<file path="src/rtl/snap_stat_pkg.sv">
// Package: shared types for the snapshot statistics counter.
// Assumes nothing beyond SystemVerilog 2017 enum support.
package snap_stat_pkg;

    // Action the counter core applies in the cycle a read completes.
    typedef enum logic [1:0] {
        POST_KEEP = 2'd0,   // no completion, or completion with value kept
        POST_ZERO = 2'd1,   // completion, count restarts at zero
        POST_ONE  = 2'd2,   // completion, count restarts at one
        POST_BUMP = 2'd3    // completion, kept value plus one
    } post_act_e;

endpackage

</file>
<file path="src/rtl/snap_read_seq.sv">
// Module: snap_read_seq
// Tracks the host read sequence. Any read at a non-final byte index starts a
// freeze, and the read of the final (least significant) index completes it.
// Increment attempts made while frozen are folded into one pending flag. At
// completion, the post-read action is chosen from the configuration and the
// saturation state.
// Assumes: rd_i and inc_i are single-cycle strobes sampled on clk.
module snap_read_seq #(
    parameter int NBYTES = 4,
    localparam int IDX_W = $clog2(NBYTES)
) (
    input  logic                        clk,
    input  logic                        rst_n,
    input  logic                        inc_i,
    input  logic                        rd_i,
    input  logic [IDX_W-1:0]            rd_idx_i,
    input  logic                        clr_on_rd_i,
    input  logic                        at_limit_i,
    output logic                        freeze_o,
    output logic                        done_o,
    output snap_stat_pkg::post_act_e    act_o
);
    import snap_stat_pkg::*;

    localparam logic [IDX_W-1:0] LAST_IDX = IDX_W'(NBYTES - 1);

    logic hold_q;
    logic pend_q;
    logic last_rd;
    logic start_rd;
    logic pend_eff;
    logic clear_rule;

    // Decode the read strobe into completion and freeze start.
    always_comb begin
        last_rd  = rd_i && (rd_idx_i == LAST_IDX);
        start_rd = rd_i && !last_rd && !hold_q;
        pend_eff = pend_q || inc_i;
    end

    // Choose the post-read action for the completing cycle.
    always_comb begin
        clear_rule = clr_on_rd_i || at_limit_i;
        act_o      = POST_KEEP;
        if (last_rd) begin
            if (clear_rule) begin
                act_o = pend_eff ? POST_ONE : POST_ZERO;
            end else begin
                act_o = pend_eff ? POST_BUMP : POST_KEEP;
            end
        end
    end

    // Freeze flag: set by a non-final read, cleared by the final read.
    always_ff @(posedge clk) begin
        if (!rst_n) begin
            hold_q <= 1'b0;
        end else if (last_rd) begin
            hold_q <= 1'b0;
        end else if (start_rd) begin
            hold_q <= 1'b1;
        end
    end

    // Pending flag: records any increment made while frozen.
    always_ff @(posedge clk) begin
        if (!rst_n) begin
            pend_q <= 1'b0;
        end else if (last_rd) begin
            pend_q <= 1'b0;
        end else if (freeze_o && inc_i) begin
            pend_q <= 1'b1;
        end
    end

    assign freeze_o = hold_q || rd_i;
    assign done_o   = last_rd;

    // an increment in the freeze-starting cycle must be remembered
    a_r11_start_pending: assert property (@(posedge clk) disable iff (!rst_n)
        (start_rd && inc_i) |=> pend_q);

    // pending state is released only by a completed read
    a_r5_pending_sticky: assert property (@(posedge clk) disable iff (!rst_n)
        (pend_q && !last_rd) |=> pend_q);

endmodule

</file>
<file path="src/rtl/snap_sat_core.sv">
// Module: snap_sat_core
// Holds the count register. It advances by one per accepted increment when not
// frozen and below the active limit, and applies the post-read action chosen
// by the read sequencer in the completing cycle. The limit is all ones over
// the full width, or over the low SHORT_W bits in narrow mode.
// Assumes: SHORT_W < CNT_W; act_i is POST_KEEP unless a read completes.
module snap_sat_core #(
    parameter int CNT_W   = 32,
    parameter int SHORT_W = 16
) (
    input  logic                        clk,
    input  logic                        rst_n,
    input  logic                        inc_i,
    input  logic                        freeze_i,
    input  logic                        done_i,
    input  logic                        full_width_i,
    input  logic                        clr_on_rd_i,
    input  snap_stat_pkg::post_act_e    act_i,
    output logic [CNT_W-1:0]            cnt_o,
    output logic [CNT_W-1:0]            cnt_next_o,
    output logic [CNT_W-1:0]            limit_o,
    output logic                        at_limit_o
);
    import snap_stat_pkg::*;

    localparam logic [CNT_W-1:0] FULL_LIM  = '1;
    localparam logic [CNT_W-1:0] SHORT_LIM = {{(CNT_W-SHORT_W){1'b0}}, {SHORT_W{1'b1}}};
    localparam logic [CNT_W-1:0] ONE       = CNT_W'(1);

    logic [CNT_W-1:0] cnt_q;
    logic [CNT_W-1:0] cnt_d;
    logic             step_ok;

    // Active limit and saturation flag for the selected width.
    always_comb begin
        limit_o    = full_width_i ? FULL_LIM : SHORT_LIM;
        at_limit_o = (cnt_q >= limit_o);
        step_ok    = inc_i && !freeze_i && !at_limit_o;
    end

    // Next count: post-read action wins, otherwise a guarded single step.
    always_comb begin
        unique case (act_i)
            POST_ZERO: cnt_d = '0;
            POST_ONE:  cnt_d = ONE;
            POST_BUMP: cnt_d = cnt_q + ONE;
            default:   cnt_d = step_ok ? (cnt_q + ONE) : cnt_q;
        endcase
    end

    // Count register.
    always_ff @(posedge clk) begin
        if (!rst_n) begin
            cnt_q <= '0;
        end else begin
            cnt_q <= cnt_d;
        end
    end

    assign cnt_o      = cnt_q;
    assign cnt_next_o = cnt_d;

    // a saturated count does not move until a read completes
    a_r8_hold_at_limit: assert property (@(posedge clk) disable iff (!rst_n)
        (at_limit_o && !done_i) |=> $stable(cnt_q));

    // outside any read, the count moves by the increment strobe only
    a_r2_single_step: assert property (@(posedge clk) disable iff (!rst_n)
        (!freeze_i && !at_limit_o) |=> (cnt_q == $past(cnt_q) + CNT_W'($past(inc_i))));

    // clear-on-read leaves zero or one after completion
    a_r6_clear_result: assert property (@(posedge clk) disable iff (!rst_n)
        (done_i && clr_on_rd_i) |=> (cnt_q <= ONE));

    // keep-value completion below the limit moves the count by at most one
    a_r7_keep_result: assert property (@(posedge clk) disable iff (!rst_n)
        (done_i && !clr_on_rd_i && !at_limit_o) |=> ((cnt_q - $past(cnt_q)) <= ONE));

    // a saturated read completion always restarts at zero or one
    a_r9_sat_recover: assert property (@(posedge clk) disable iff (!rst_n)
        (done_i && at_limit_o) |=> (cnt_q <= ONE));

endmodule

</file>
<file path="src/rtl/snap_byte_sel.sv">
// Module: snap_byte_sel
// Splits the visible count into byte lanes, most significant lane at index 0,
// and registers the lane chosen by the read strobe onto the data output.
// Assumes: NBYTES is a power of two so every index value names a lane.
module snap_byte_sel #(
    parameter int CNT_W  = 32,
    parameter int BYTE_W = 8,
    localparam int NBYTES = CNT_W / BYTE_W,
    localparam int IDX_W  = $clog2(NBYTES)
) (
    input  logic                clk,
    input  logic                rst_n,
    input  logic                rd_i,
    input  logic [IDX_W-1:0]    rd_idx_i,
    input  logic [CNT_W-1:0]    cnt_i,
    input  logic [CNT_W-1:0]    limit_i,
    output logic [BYTE_W-1:0]   rd_data_o
);
    logic [CNT_W-1:0]  vis;
    logic [BYTE_W-1:0] lane [NBYTES];

    // Bits above the active width read as zero.
    always_comb begin
        vis = cnt_i & limit_i;
    end

    // Big-endian lane map: lane 0 carries the top byte.
    for (genvar b = 0; b < NBYTES; b++) begin : g_lane
        assign lane[b] = vis[BYTE_W*(NBYTES-1-b) +: BYTE_W];
    end

    // Capture the addressed lane on each read strobe.
    always_ff @(posedge clk) begin
        if (!rst_n) begin
            rd_data_o <= '0;
        end else if (rd_i) begin
            rd_data_o <= lane[rd_idx_i];
        end
    end

    // without a read strobe the returned byte is held
    a_r3_data_held: assert property (@(posedge clk) disable iff (!rst_n)
        !rd_i |=> $stable(rd_data_o));

endmodule

</file>
<file path="src/rtl/snap_attn_det.sv">
// Module: snap_attn_det
// Raises a one-cycle attention pulse when the top bit of the active width goes
// from 0 in the current count to 1 in the next count.
// Assumes: the width select is steady across the edge being compared.
module snap_attn_det #(
    parameter int CNT_W   = 32,
    parameter int SHORT_W = 16
) (
    input  logic                clk,
    input  logic                rst_n,
    input  logic                full_width_i,
    input  logic [CNT_W-1:0]    cnt_i,
    input  logic [CNT_W-1:0]    cnt_next_i,
    output logic                attn_o
);
    logic top_now;
    logic top_next;

    // Pick the top bit of the active width for both values.
    always_comb begin
        top_now  = full_width_i ? cnt_i[CNT_W-1]      : cnt_i[SHORT_W-1];
        top_next = full_width_i ? cnt_next_i[CNT_W-1] : cnt_next_i[SHORT_W-1];
    end

    // Register the rising top bit as a pulse aligned with the new count.
    always_ff @(posedge clk) begin
        if (!rst_n) begin
            attn_o <= 1'b0;
        end else begin
            attn_o <= !top_now && top_next;
        end
    end

    // the pulse lasts one cycle only
    a_r10_one_cycle: assert property (@(posedge clk) disable iff (!rst_n)
        attn_o |=> !attn_o);

endmodule

</file>
<file path="src/rtl/snap_stat_counter.sv">
// Module: snap_stat_counter (top)
// Saturating event counter read one byte at a time, most significant byte
// first. A read freezes the count until the least significant byte is read.
// Increments during the freeze are deferred and resolved by the post-read rule.
// Assumes: inc_i and rd_i are single-cycle strobes; CNT_W is a multiple of
// BYTE_W with a power-of-two byte count; SHORT_W < CNT_W.
module snap_stat_counter #(
    parameter int CNT_W   = 32,
    parameter int SHORT_W = 16,
    parameter int BYTE_W  = 8,
    localparam int NBYTES = CNT_W / BYTE_W,
    localparam int IDX_W  = $clog2(NBYTES)
) (
    input  logic                clk,
    input  logic                rst_n,
    input  logic                inc_i,
    input  logic                rd_i,
    input  logic [IDX_W-1:0]    rd_idx_i,
    input  logic                full_width_i,
    input  logic                clr_on_rd_i,
    output logic [BYTE_W-1:0]   rd_data_o,
    output logic                attn_o
);
    import snap_stat_pkg::*;

    logic             freeze;
    logic             done;
    logic             at_limit;
    post_act_e        act;
    logic [CNT_W-1:0] cnt;
    logic [CNT_W-1:0] cnt_next;
    logic [CNT_W-1:0] limit;

    snap_read_seq #(
        .NBYTES (NBYTES)
    ) u_seq (
        .clk         (clk),
        .rst_n       (rst_n),
        .inc_i       (inc_i),
        .rd_i        (rd_i),
        .rd_idx_i    (rd_idx_i),
        .clr_on_rd_i (clr_on_rd_i),
        .at_limit_i  (at_limit),
        .freeze_o    (freeze),
        .done_o      (done),
        .act_o       (act)
    );

    snap_sat_core #(
        .CNT_W   (CNT_W),
        .SHORT_W (SHORT_W)
    ) u_core (
        .clk          (clk),
        .rst_n        (rst_n),
        .inc_i        (inc_i),
        .freeze_i     (freeze),
        .done_i       (done),
        .full_width_i (full_width_i),
        .clr_on_rd_i  (clr_on_rd_i),
        .act_i        (act),
        .cnt_o        (cnt),
        .cnt_next_o   (cnt_next),
        .limit_o      (limit),
        .at_limit_o   (at_limit)
    );

    snap_byte_sel #(
        .CNT_W  (CNT_W),
        .BYTE_W (BYTE_W)
    ) u_sel (
        .clk       (clk),
        .rst_n     (rst_n),
        .rd_i      (rd_i),
        .rd_idx_i  (rd_idx_i),
        .cnt_i     (cnt),
        .limit_i   (limit),
        .rd_data_o (rd_data_o)
    );

    snap_attn_det #(
        .CNT_W   (CNT_W),
        .SHORT_W (SHORT_W)
    ) u_attn (
        .clk          (clk),
        .rst_n        (rst_n),
        .full_width_i (full_width_i),
        .cnt_i        (cnt),
        .cnt_next_i   (cnt_next),
        .attn_o       (attn_o)
    );

    // while frozen and not completing, the count is stable
    a_r5_frozen: assert property (@(posedge clk) disable iff (!rst_n)
        (freeze && !done) |=> $stable(cnt));

    // attention only accompanies a set top bit of the active width
    a_r10_top_set: assert property (@(posedge clk) disable iff (!rst_n)
        attn_o |-> (full_width_i ? cnt[CNT_W-1] : cnt[SHORT_W-1]));

endmodule

</file>
<file path="config.mk">
export PLATFORM = sky130hd
export DESIGN_NAME = snap_stat_counter
export DESIGN_NICKNAME = d
export VERILOG_FILES = /design/src/rtl/snap_stat_pkg.sv /design/src/rtl/snap_read_seq.sv /design/src/rtl/snap_sat_core.sv /design/src/rtl/snap_byte_sel.sv /design/src/rtl/snap_attn_det.sv /design/src/rtl/snap_stat_counter.sv
export SDC_FILE = /design/constraint.sdc
export NUM_CORES = 1
export LEC_CHECK = 0
export ABC_AREA = 0
export BUFFER_PORTS_ARGS = -buffer_cell sky130_fd_sc_hd__buf_2
export CORE_ASPECT_RATIO = 1.2
export CORE_MARGIN = 2
export CORE_UTILIZATION = 35
export DETAILED_ROUTE_END_ITERATION = 8
export SLEW_MARGIN = 20
export SYNTH_ARGS = -nofsm -noshare
export SYNTH_HDL_FRONTEND = slang
export SYNTH_HIERARCHICAL = 1
export SYNTH_SLANG_ARGS = --single-unit
</file>
<file path="constraint.sdc">
create_clock -name clk -period 6 [get_ports clk]
set_clock_uncertainty 0.2 [all_clocks]
set_input_delay 0.3 -clock clk [delete_from_list [all_inputs] [get_ports clk]]
set_output_delay 0.3 -clock clk [all_outputs]
set_load 0.02 [all_outputs]
</file>
=== Word-level counts from Yosys, hierarchy flattened ===
Index checks and enable logic that the tools add are counted.

* Add/sub/neg operators: 1
* $lt $le $gt $ge: 2
* Eq/ne operators: 4
* Mux-type cells: 12
* Bitwise gates (word level): 3
* Reduce and logical (&&, ||, !) cells: 17

{| class="wikitable"
|+ Operators by type and width
! cell !! count
|-
| 32-bit case mux with 3 select lines || 1
|-
| 32-bit two-way mux || 2
|-
| 32-bit by 1-bit adder with 32-bit output, second input constant || 1
|-
| 32-bit bitwise AND || 1
|-
| 32-bit >= comparator || 1
|-
| 8-bit binary-select mux with 2-bit select || 1
|-
| 8-bit two-way mux || 2
|-
| 2-bit two-way mux || 4
|-
| 1-bit logical AND || 7
|-
| 2-bit == test, second input constant || 3
|-
| 1-bit logical NOT || 5
|-
| 4-bit nonzero test || 1
|-
| 3-bit >= comparator, second input constant || 1
|-
| 1-bit logical OR || 3
|-
| 2-bit NOT with 3-bit output || 1
|-
| 2-bit by 1-bit == test with 1-bit output, second input constant || 1
|-
| 1-bit two-way mux || 2
|-
| 2-bit OR reduction || 1
|-
| 1-bit NOT || 1
|}

* Register bits: 43
* Input port bits: 8
* Output and inout port bits: 9
* Word-level logic and storage cells: 45

=== Depth between registers and ports, before layout ===
Gate-level depths: netlist (run 1).

* Depth in word-level cells: 9
* Depth in mapped cells: 19
* Gate-level depth less buffers: 16

=== Modules after synthesis ===
The synthesis (run 1) kept the hierarchy.

{| class="wikitable"
|+ Modules (own cells, without submodules)
! module !! times used !! cells an instance !! area an instance (µm²) !! seq. area each (µm²)
|-
| snap_sat_core || 1 || 345 || 2,640.0 || 640.6
|-
| snap_byte_sel || 1 || 65 || 595.6 || 160.2
|-
| snap_read_seq || 1 || 14 || 100.1 || 40.0
|-
| snap_attn_det || 1 || 4 || 45.0 || 20.0
|}

=== Least setup slack after synthesis (run 1) ===
No wires, ideal clock.

* Path kind: in2reg
* Start: input port full_width_i
* End: register u_attn.attn_o
* Setup time: 0.084 ns
* Arrival time: 3.958 ns
* Data required time: 5.716 ns
* Slack: 1.758 ns
* Stages: 19
* Path buffers: 3
* Cells stage by stage: inv_1 ha_1 a21o_1 a21o_1 a2111o_1 a211oi_2 inv_2 buf_6 nor2_1 xnor2_1 nor2_1 or2_2 clkbuf_1 a21oi_1 buf_2 o211ai_1 o31ai_1 nand2_1 o31ai_2

* Longest elaborated chain between the ends: 9
* Elaborated cells on any way between the ends: 16
* Those cells by class: order compare: 1; eq/ne: 3; mux: 7; reduce/logical: 5

{| class="wikitable"
|+ RTL lines
! item !! line !! text
|-
| start, declared || snap_stat_counter.sv:19 || <nowiki>input logic full_width_i,</nowiki>
|-
| 32-bit two-way mux * || snap_sat_core.sv:36 || <nowiki>limit_o = full_width_i ? FULL_LIM : SHORT_LIM;</nowiki>
|-
| 32-bit >= comparator * || snap_sat_core.sv:37 || <nowiki>at_limit_o = (cnt_q >= limit_o);</nowiki>
|-
| via at_limit || snap_stat_counter.sv:28 || <nowiki>logic at_limit;</nowiki>
|-
| 1-bit logical OR * || snap_read_seq.sv:43 || <nowiki>clear_rule = clr_on_rd_i || at_limit_i;</nowiki>
|-
| 2-bit two-way mux * || snap_read_seq.sv:46 || <nowiki>if (clear_rule) begin</nowiki>
|-
| 2-bit two-way mux * || snap_read_seq.sv:45 || <nowiki>if (last_rd) begin</nowiki>
|-
| via act[0] || snap_stat_counter.sv:29 || <nowiki>post_act_e act;</nowiki>
|-
| 2-bit == test or 2-bit by 1-bit == test with 1-bit output (tied branches) || snap_sat_core.sv:43 || <nowiki>unique case (act_i)</nowiki>
|-
| 32-bit case mux with 3 select lines * || snap_sat_core.sv:43 ||
|-
| via cnt_next[15] || snap_stat_counter.sv:31 || <nowiki>logic [CNT_W-1:0] cnt_next;</nowiki>
|-
| 1-bit two-way mux * || snap_attn_det.sv:22 || <nowiki>top_next = full_width_i ? cnt_next_i[CNT_W-1] : cnt_next_i[SHORT_W-1];</nowiki>
|-
| 1-bit logical AND * || snap_attn_det.sv:30 || <nowiki>attn_o <= !top_now && top_next;</nowiki>
|-
| end signal, assigned || snap_attn_det.sv:30 ||
|-
| end, declared || snap_attn_det.sv:14 || <nowiki>output logic attn_o</nowiki>
|}

The timed path passes the listed nets; every way through them passes the cells marked *. The select of a mux whose other input is x is not followed.
A chain may end at the register's enable or synchronous reset.

=== Worst setup path in the final report (run 1) ===
Ends and elaborated chain as after synthesis.

==> key figures, run 1 <==
Hold path
  – Hold WC Path Type: primary input to register
  – Worst hold path stage count: 3
  – Hold worst-path end: u_seq/pend_q$_SDFFE_PP0P_
  – Hold path start: inc_i

Detailed routing
  – 1st-pass router iterations: 5
  – DRC: 0
  – Routed WL: 8.94 mm
  – DR vias: 2,993
  – Mean routed wirelength per cell: about 18 um
  – Initial drt markers: between 300 and 400
  – ANT nets after route: 0
  – Via density: roughly 6.0

Timing
  – Final Cycle Share: roughly four fifths
  – Slew margin rel.: between 20% and 30%
  – Final Slew Violations: 0
  – Post-layout minimum cycle time: about 4.8 ns
  – Final hold violation count: 0
  – RSZ-0062 raised after global routing: false
  – Sum Neg Setup Slack: 0 ns
  – Highest achievable clock rate: 210 MHz
  – Worst-margin pin slew: 1.10 ns
  – Final setup violation count: 0

Critical path
  – Critical path arrival: between 4 and 5 ns
  – Crit path kind: primary input to register
  – Worst-path fanout max: 19
  – Crit. End Element: register
  – Critical Path RT: 6.02 ns
  – CP startpoint kind: primary input
  – Reg2reg path depth: 15
  – Flop-to-flop setup slack: 1.39 ns
  – RR Startpoint: u_core/cnt_o[19]$_SDFF_PN0_
  – Reg2reg end: u_attn/attn_o$_SDFF_PN0_

GRT
  – Total gr overflow: 0
  – Largest net degree at the start of global routing: 28
  – Global-route wire length before repair: 14.6 mm
  – Vias in the first global route: 2,786
  – GRT Total Usage: 18.4%
  – Initial antenna violation count: 0

Clock network
  – Max clock buf depth: 2
  – # hold bufs at CTS: 0
  – Num CTS Buffers: 5
  – Clk_lat worst skew: a little over 0.3 ns
  – # H-tree levels: 2
  – Post-CTS Setup Inserts: 0
  – Clk slew on worst S/H paths: 0.08 ns
  – CTS tree: yes
  – Clk sink count: 43
  – Clock Tree Root: clkbuf_8
  – Number of gates resized after cts: 0

Finish
  – Seq. cell area: 861 sq um
  – Nets: a little over 400
  – Layout cell share with drive strength beyond 1: 12.0%
  – N_diodes: 0
  – Multi-input logic area: 0.00207 sq mm
  – Layout overhead on the synthesized area: 1.83%
  – Design area: approximately 0.0033 sq mm
  – Post-layout util: 36.3%
  – Non-filler instance count after layout: 502
  – # fillers: 946

Floorplanning
  – Rows: 38
  – CORE AREA: 0.00899 sq mm
  – Starting Density: 35.7%
  – Die outline width: 91.4 um
  – # IOs: 17
  – Die extent in y: 109 um
  – Die ar.: between 0.009 and 0.01 sq mm

Outcome
  – Outcome: complete, no violations

Power and ir drop
  – Lkg Pwr: 1.24 nW
  – Pwr/cell area: 165 mW/mm^2
  – Final Total Pwr: roughly 0.00054 W
  – VDD IR-drop max: 0.0000817 V

Synthesis
  – Mapped Area: around 0.0032 sq mm
  – Synth Area per Inst: 8.18 sq um
  – Syn. warnings: 6
  – Cells after Synth: 392

Placed design
  – Port buffer count: 16
  – Placed cell areas: 0.00317 sq mm
  – Post-DP HPWL: approximately 6.4 mm
  – # placed instances: 494
  – RD Place Congestion: 0.921

Job
  – Max_cap viols: 0
==> per-stage QoR <==
stage               worst slack (ns)  hold WS (ns)
CTS                             1.31        0.0666
global route                   0.871        0.0874
floorplan                       1.80         0.192
global placement                1.07         0.250
finish                          1.23        0.0714
detailed placement              1.01         0.259
==> worst max-delay path by stage <==
stage               cells after the start                  endpoint    startpoint  slack (ns)
detailed placement                     17  u_attn/attn_o$_SDFF_PN0_  full_width_i        1.01
floorplan                              19  u_attn/attn_o$_SDFF_PN0_  full_width_i        1.80
global route                           17  u_attn/attn_o$_SDFF_PN0_  full_width_i        0.87
CTS                                    17  u_attn/attn_o$_SDFF_PN0_  full_width_i        1.31
finish                                 17  u_attn/attn_o$_SDFF_PN0_  full_width_i        1.23
global placement                       17  u_attn/attn_o$_SDFF_PN0_  full_width_i        1.07
==> placed cells by master (no fill, tap or decap), types with 5 or more instances in the layout <==
cell	instances
dfxtp_1	43
a21oi_1	27
nand2_1	23
a31oi_1	23
nor2_1	21
nand3_1	18
ha_1	17
buf_2	16
conb_1	16
and3_1	14
nand3b_1	13
and2_1	10
o21ai_0	10
and3b_1	10
nor3_1	9
o221ai_1	9
nand4_1	7
o31ai_1	7
and3b_2	6
clkbuf_8	5
a311oi_1	5
==> state kept, by name, summed over array words and instances (netlist names) <==
| signal | cells |
|---|---|
| u_attn/attn_o | 1 |
| u_seq/pend_q | 1 |
| u_sel/rd_data_o | 8 |
| u_seq/hold_q | 1 |
| u_core/cnt_o | 32 |
==> per-layer routing <==
layer  part of all wire (%)  vias up  wire [um]  GRT usage, %
met1                     45     1391       4030          24.3
li1                       -     1440          -             -
met5                      0        -          0             0
met2                     46      123       4070          30.0
met3                    5.2       39        467          1.94
met4                    4.1        0        369          9.42
==> report_power, final <==
group	switching, W	internal (W)
clock network	0.000108	0.0000816
registers	0.00000247	0.000287
logic	0.0000418	0.0000166
==> worst max-delay path, cell delays in order <==
cell and delay, ns:
buf_2 0.24, inv_1 0.30, ha_1 0.40, a21o_1 0.18
a21o_1 0.17, a2111o_1 0.41, a211oi_2 0.36, inv_2 0.22
nor2_1 0.17, xnor2_1 0.13, nor2_1 0.12, nor2_1 0.44
o21ai_0 0.55, and3_1 0.37, nor3_1 0.17, nand4b_1 0.15
o31ai_2 0.09
==> cell type report <==
cell class | instances | area share (%)
clock buffers | 6 | 2.22
clock inverters | 2 | 0.383
inverters | 4 | 0.460
multi-input cells | 310 | 63.3
flip-flops and latches | 43 | 26.4
well taps | 120 | 4.60
repair buffers | 17 | 2.68
(Power assumes the default switching activity.)
==> inputs of run 2 (changes only) <==
==> constraint.sdc (replaced) <==
create_clock -name clk -period 4.2 [get_ports clk]
set_clock_uncertainty 0.2 [all_clocks]
set_input_delay 0.21 -clock clk [delete_from_list [all_inputs] [get_ports clk]]
set_output_delay 0.21 -clock clk [all_outputs]
set_load 0.02 [all_outputs]
==> key figures, run 2 (same netlist as run 1, synthesis figures left out) <==
Timing
  – Slew margin rel.: 34.9%
  – Sum Neg Setup Slack: 0 ns
  – RSZ-0062 raised after global routing: false
  – Final hold violation count: 0
  – Final Cycle Share: 93.0%
  – Highest achievable clock rate: 256 MHz
  – Final setup violation count: 0
  – Worst-margin pin slew: 0.968 ns
  – Post-layout minimum cycle time: 3.91 ns
  – Final Slew Violations: 0

Finish
  – Number of flip-flops in the largest register: 32
  – Design area: roughly 0.0034 sq mm
  – Nets: 427
  – Most common cell after layout, fill and taps aside: dfxtp_1
  – Seq. cell area: 861 sq um
  – Most frequent cells in the layout: dfxtp_1, a21oi_1, nand2_1, a31oi_1
  – Multi-input logic area: 0.00206 sq mm
  – N_diodes: 0
  – Layout cell share with drive strength beyond 1: 16.4%
  – # fillers: 910
  – Layout overhead on the synthesized area: 6.87%

Placed design
  – Post-DP HPWL: roughly 6.6 mm
  – Port buffer count: 16
  – RD Place Congestion: 0.856
  – Placed cell areas: 0.00332 sq mm

Detailed routing
  – Via density: 5.75
  – Mean routed wirelength per cell: 17.0 um
  – Initial drt markers: approximately 340
  – DR vias: 3,008
  – Routed WL: roughly 9 mm
  – DRC: 0
  – 1st-pass router iterations: 5
  – ANT nets after route: 0

Power and ir drop
  – Lkg Pwr: around 1.3 nW
  – VDD IR-drop max: 0.000131 V
  – Pwr/cell area: 228 mW/mm^2
  – Final Total Pwr: slightly below 0.0008 W

Critical path
  – Critical path arrival: 3.91 ns
  – Cell-by-cell trace of the critical path: ha_1 -> a21o_1 -> a21o_1 -> a2111o_1 -> a211oi_2 -> inv_2 -> nor2_1 -> xnor2_1 -> nor2_1 -> nor2_1 -> buf_4 -> nor2_1 -> buf_4 -> a31oi_1 -> o21a_1 -> and2_1
  – Reg2reg path depth: 16
  – Slowest-stage cell, CP: a2111o_1
  – Reg2reg end: u_core/cnt_o[23]$_SDFF_PN0_
  – Crit path kind: register to register
  – RR Startpoint: u_core/cnt_o[21]$_SDFF_PN0_
  – Crit. End Element: register
  – Critical Path RT: 4.20 ns
  – CP startpoint kind: register
  – Worst-path fanout max: 8
  – CP peak stage delay: slightly above 0.4 ns
  – Flop-to-flop setup slack: 0.29 ns
  – Most used cell, CP: nor2_1

GRT
  – Initial antenna violation count: 0
  – Vias in the first global route: 2,740
  – Global-route wire length before repair: 14.2 mm
  – GRT Total Usage: a little under a fifth
  – Total gr overflow: 0
  – Largest net degree at the start of global routing: 28

Floorplanning
  – Die ar.: 0.00994 sq mm
  – Rows: 38
  – # IOs: 17
  – CORE AREA: approximately 0.0090 sq mm
  – Starting Density: 35.7%
  – Die extent in y: 109 um
  – Die outline width: 91.4 um

Hold path
  – Hold worst-path end: u_attn/attn_o$_SDFF_PN0_
  – Worst hold path stage count: 3
  – Hold path start: full_width_i
  – Hold WC Path Type: primary input to register

Clock network
  – Clock Tree Root: clkbuf_8
  – Number of gates resized after cts: 0
  – Clk_lat worst skew: approximately 0.31 ns
  – Max clock buf depth: 2
  – Clk sink count: 43
  – # hold bufs at CTS: 1
  – CTS tree: yes
  – Post-CTS Setup Inserts: 0
  – # H-tree levels: 2
  – Num CTS Buffers: 5
  – Clk slew on worst S/H paths: ~0.080 ns

Job
  – Max_cap viols: 0

Outcome
  – Outcome: complete, no violations
run 2: worst max-delay path, delay by kind of cell, from the launching register on:
family | cells | cell delay [ns]
AO/OA/AOI/OAI | 6 | 1.42
XOR/XNOR | 1 | 0.07
adder cells (fa/ha/maj) | 1 | 0.29
buffers and inverters | 3 | 0.49
flip-flops | 1 | 0.33
AND/OR/NAND/NOR | 5 | 1.01
run 2: layout make-up:
type | instances | area share [%]
clock buffer | 5 | 2.01
inverter | 4 | 0.438
multi-input combinational | 310 | 60.1
sequential | 43 | 25.1
timing repair buffer | 38 | 7.23
tap | 120 | 4.38
clock inverter | 3 | 0.694
run 2: worst max path at each step:
stage,start,endpoint,slack [ns],depth (start not counted)
5_1_grt,u_core/cnt_o[21]$_SDFF_PN0_,u_core/cnt_o[9]$_SDFF_PN0_,0.04,13
6_report,u_core/cnt_o[21]$_SDFF_PN0_,u_core/cnt_o[23]$_SDFF_PN0_,0.29,16
4_1_cts,u_core/cnt_o[21]$_SDFF_PN0_,u_core/cnt_o[23]$_SDFF_PN0_,0.33,16
3_3_place_gp,full_width_i,u_core/cnt_o[20]$_SDFF_PN0_,0.21,15
3_5_place_dp,full_width_i,u_core/cnt_o[23]$_SDFF_PN0_,0.10,18
2_1_floorplan,full_width_i,u_attn/attn_o$_SDFF_PN0_,0.09,19
run 2: metrics by stage:
step / instances / hold slack, ns / setup WS [ns] / utilization (%)
CTS: 523 / 0.0994 / 0.334 / 38.1
floorplan: 407 / 0.102 / 0.0896 / -
global route: 523 / 0.121 / 0.0378 / 38.1
detailed placement: 514 / 0.262 / 0.100 / 36.9
finish: 523 / 0.104 / 0.295 / 38.1
global placement: 514 / 0.249 / 0.206 / 36.9
run 2: metal layers:
layer / track usage [%] / wire length (um) / vias to the layer above
met1: 23.3 / 3920 / 1396
met2: 30.6 / 4160 / 119
met5: 0 / 0 / -
li1: - / - / 1477
met4: 6.60 / 225 / 0
met3: 3.04 / 597 / 16
run 2: report_power, final:
| part | internal [W] | switching, W | leakage, nW | total, W |
|---|---|---|---|---|
| Sequential | 0.000410 | 0.00000278 | 0.347 | 0.000413 |
| Clock | 0.000119 | 0.000159 | 0.0408 | 0.000278 |
| Combinational | 0.0000283 | 0.0000621 | 0.959 | 0.0000904 |
==> inputs of run 3 (changes only) <==
--- a/config.mk
+++ b/config.mk
@@ -7,10 +7,13 @@
 export LEC_CHECK = 0
 export ABC_AREA = 0
 export BUFFER_PORTS_ARGS = -buffer_cell sky130_fd_sc_hd__buf_2
-export CORE_ASPECT_RATIO = 1.2
+export CELL_PAD_IN_SITES_DETAIL_PLACEMENT = 1
+export CELL_PAD_IN_SITES_GLOBAL_PLACEMENT = 1
+export CORE_ASPECT_RATIO = 1.25
 export CORE_MARGIN = 2
 export CORE_UTILIZATION = 35
 export DETAILED_ROUTE_END_ITERATION = 8
+export PLACE_DENSITY_LB_ADDON = 0.1
 export SLEW_MARGIN = 20
 export SYNTH_ARGS = -nofsm -noshare
 export SYNTH_HDL_FRONTEND = slang
==> key figures, run 3 (same netlist as run 1, synthesis figures left out) <==
Outcome
  – Outcome: finished with violations
  – Failing checks: negative hold slack

Detailed routing
  – Via density: 5.78
  – ANT nets after route: 0
  – Routed WL: roughly 11 mm
  – Mean routed wirelength per cell: 21.0 um
  – DRC: 0
  – Initial drt markers: between 100 and 150
  – 1st-pass router iterations: 4
  – DR vias: between 3,000 and 4,000

Clock network
  – Number of gates resized after cts: 0
  – # hold bufs at CTS: 0
  – Clock Tree Root: clkbuf_16
  – Num CTS Buffers: 5
  – # H-tree levels: 2
  – Clk sink count: 43
  – Clk_lat worst skew: 0.30 ns
  – CTS tree: yes
  – Post-CTS Setup Inserts: 0
  – Max clock buf depth: 2
  – Clk slew on worst S/H paths: 0.06 ns

Timing
  – Final setup violation count: 0
  – Highest achievable clock rate: roughly 260 MHz
  – Post-layout minimum cycle time: 3.86 ns
  – Hold Slack: -0.000567 ns
  – Final Slew Violations: 0
  – Slew margin rel.: 48.1%
  – Sum Neg Setup Slack: 0 ns
  – Final hold violation count: 1
  – Worst-margin pin slew: 0.779 ns
  – Final Cycle Share: 91.8%
  – RSZ-0062 raised after global routing: false

Finish
  – N_diodes: 0
  – Number of flip-flops in the largest register: 32
  – Non-filler instance count after layout: 526
  – # fillers: 1,125
  – Most common cell after layout, fill and taps aside: dfxtp_1
  – Layout overhead on the synthesized area: 9.72%
  – Seq. cell area: about 860 sq um
  – Most frequent cells in the layout: dfxtp_1, a21oi_1, nand2_1, a31oi_1, buf_4
  – Post-layout util: 39.0%
  – Multi-input logic area: 0.00205 sq mm
  – Layout cell share with drive strength beyond 1: 16.1%
  – Nets: approximately 430

Critical path
  – Most used cell, CP: nor2_1
  – Crit. Startpoint: u_core/cnt_o[22]$_SDFF_PN0_
  – Crit. End Element: register
  – Cell-by-cell trace of the critical path: ha_1 -> nand4_1 -> nor2_1 -> a2111o_1 -> a211oi_2 -> inv_2 -> nor2_1 -> xnor2_1 -> nor2_1 -> nor2_1 -> a31oi_1 -> or4b_1 -> a21oi_1
  – Critical Path RT: approximately 4.2 ns
  – Worst-path fanout max: 8
  – Critical path arrival: 3.87 ns
  – Slowest-stage cell, CP: or4b_1
  – RR Startpoint: u_core/cnt_o[22]$_SDFF_PN0_
  – CP startpoint kind: register
  – Crit path kind: register to register
  – CP peak stage delay: between 0.5 and 0.6 ns

Placed design
  – RD Place Congestion: 0.855
  – Port buffer count: 16
  – # placed instances: 518
  – Post-DP HPWL: ~8.4 mm

GRT
  – GRT Total Usage: 23.3%
  – Largest net degree at the start of global routing: 28
  – Global-route wire length before repair: roughly 17 mm
  – Total gr overflow: 0
  – Vias in the first global route: 3,115
  – Initial antenna violation count: 0

Floorplanning
  – Die outline width: 89.6 um
  – Starting Density: 35.5%
  – Die extent in y: ~110 um
  – CORE AREA: 0.00903 sq mm
  – Rows: 39
  – Die ar.: 0.00995 sq mm
  – # IOs: 17

Power and ir drop
  – VDD IR-drop max: 0.000148 V
  – Final Total Pwr: 0.00103 W
  – Lkg Pwr: 1.40 nW
  – Pwr/cell area: 293 mW/mm^2

Job
  – Max_cap viols: 0

Hold path
  – Hold path start: inc_i
  – Hold WC Path Type: primary input to register
==> run 3: cell count changes in the layout (fill, tap and decap cells not counted), sizes merged <==
| cell | previous run | this run |
|---|---|---|
| bufinv | 0 | 2 |
| clkinvlp | 2 | 0 |
| buf | 37 | 38 |
| clkbuf | 5 | 6 |
| dlygate4sd3 | 1 | 0 |
| inv | 4 | 3 |
==> run 3: final cells by class <==
| class | instances | area share (%) |
|---|---|---|
| clock inverters | 2 | 1.71 |
| inverters | 4 | 0.427 |
| repair buffers | 38 | 6.97 |
| flip-flops and latches | 43 | 24.5 |
| well taps | 123 | 4.38 |
| clock buffers | 6 | 3.66 |
| multi-input cells | 310 | 58.4 |
==> run 3: per-stage QoR <==
| step | worst slack, ns | area [sq um] |
|---|---|---|
| after global placement | 0.232 | 3330 |
| after floorplan | 0.0896 | 3260 |
| after global routing | 0.0913 | 3520 |
| final | 0.343 | 3520 |
| after detailed placement | 0.134 | 3330 |
| after CTS | 0.372 | 3520 |
==> run 3: worst paths after layout <==
path / end / slack (ns) / cells after the start
max: u_core/cnt_o[9]$_SDFF_PN0_ / 0.34 / 13
min: u_seq/pend_q$_SDFFE_PP0P_ / -0.0006 / 3
max reg2reg: u_core/cnt_o[9]$_SDFF_PN0_ / 0.34 / 13
min reg2reg: u_seq/pend_q$_SDFFE_PP0P_ / 0.28 / 2
==> run 3: per-layer routing <==
metal	up-vias	track usage, %	wire length (um)
li1	1477	-	-
met1	1481	27.7	4780
met2	58	40.0	5570
met3	24	2.90	297
met4	0	11.4	415
met5	-	0	0
==> run 3: power by group <==
group | internal [W] | total [W] | switching [W] | leakage [nW]
clock network | 0.000342 | 0.000521 | 0.000179 | 0.0911
logic | 0.0000290 | 0.0000969 | 0.0000679 | 0.959
registers | 0.000411 | 0.000413 | 0.00000264 | 0.347
==> run 3: worst max-delay path, delay by kind of cell, from the launching register on <==
kind	cells	cell delay, ns
AND/OR/NAND/NOR	6	1.33
adder cells (fa/ha/maj)	1	0.31
flip-flops	1	0.50
buffers and inverters	1	0.06
AO/OA/AOI/OAI	4	1.23
XOR/XNOR	1	0.13
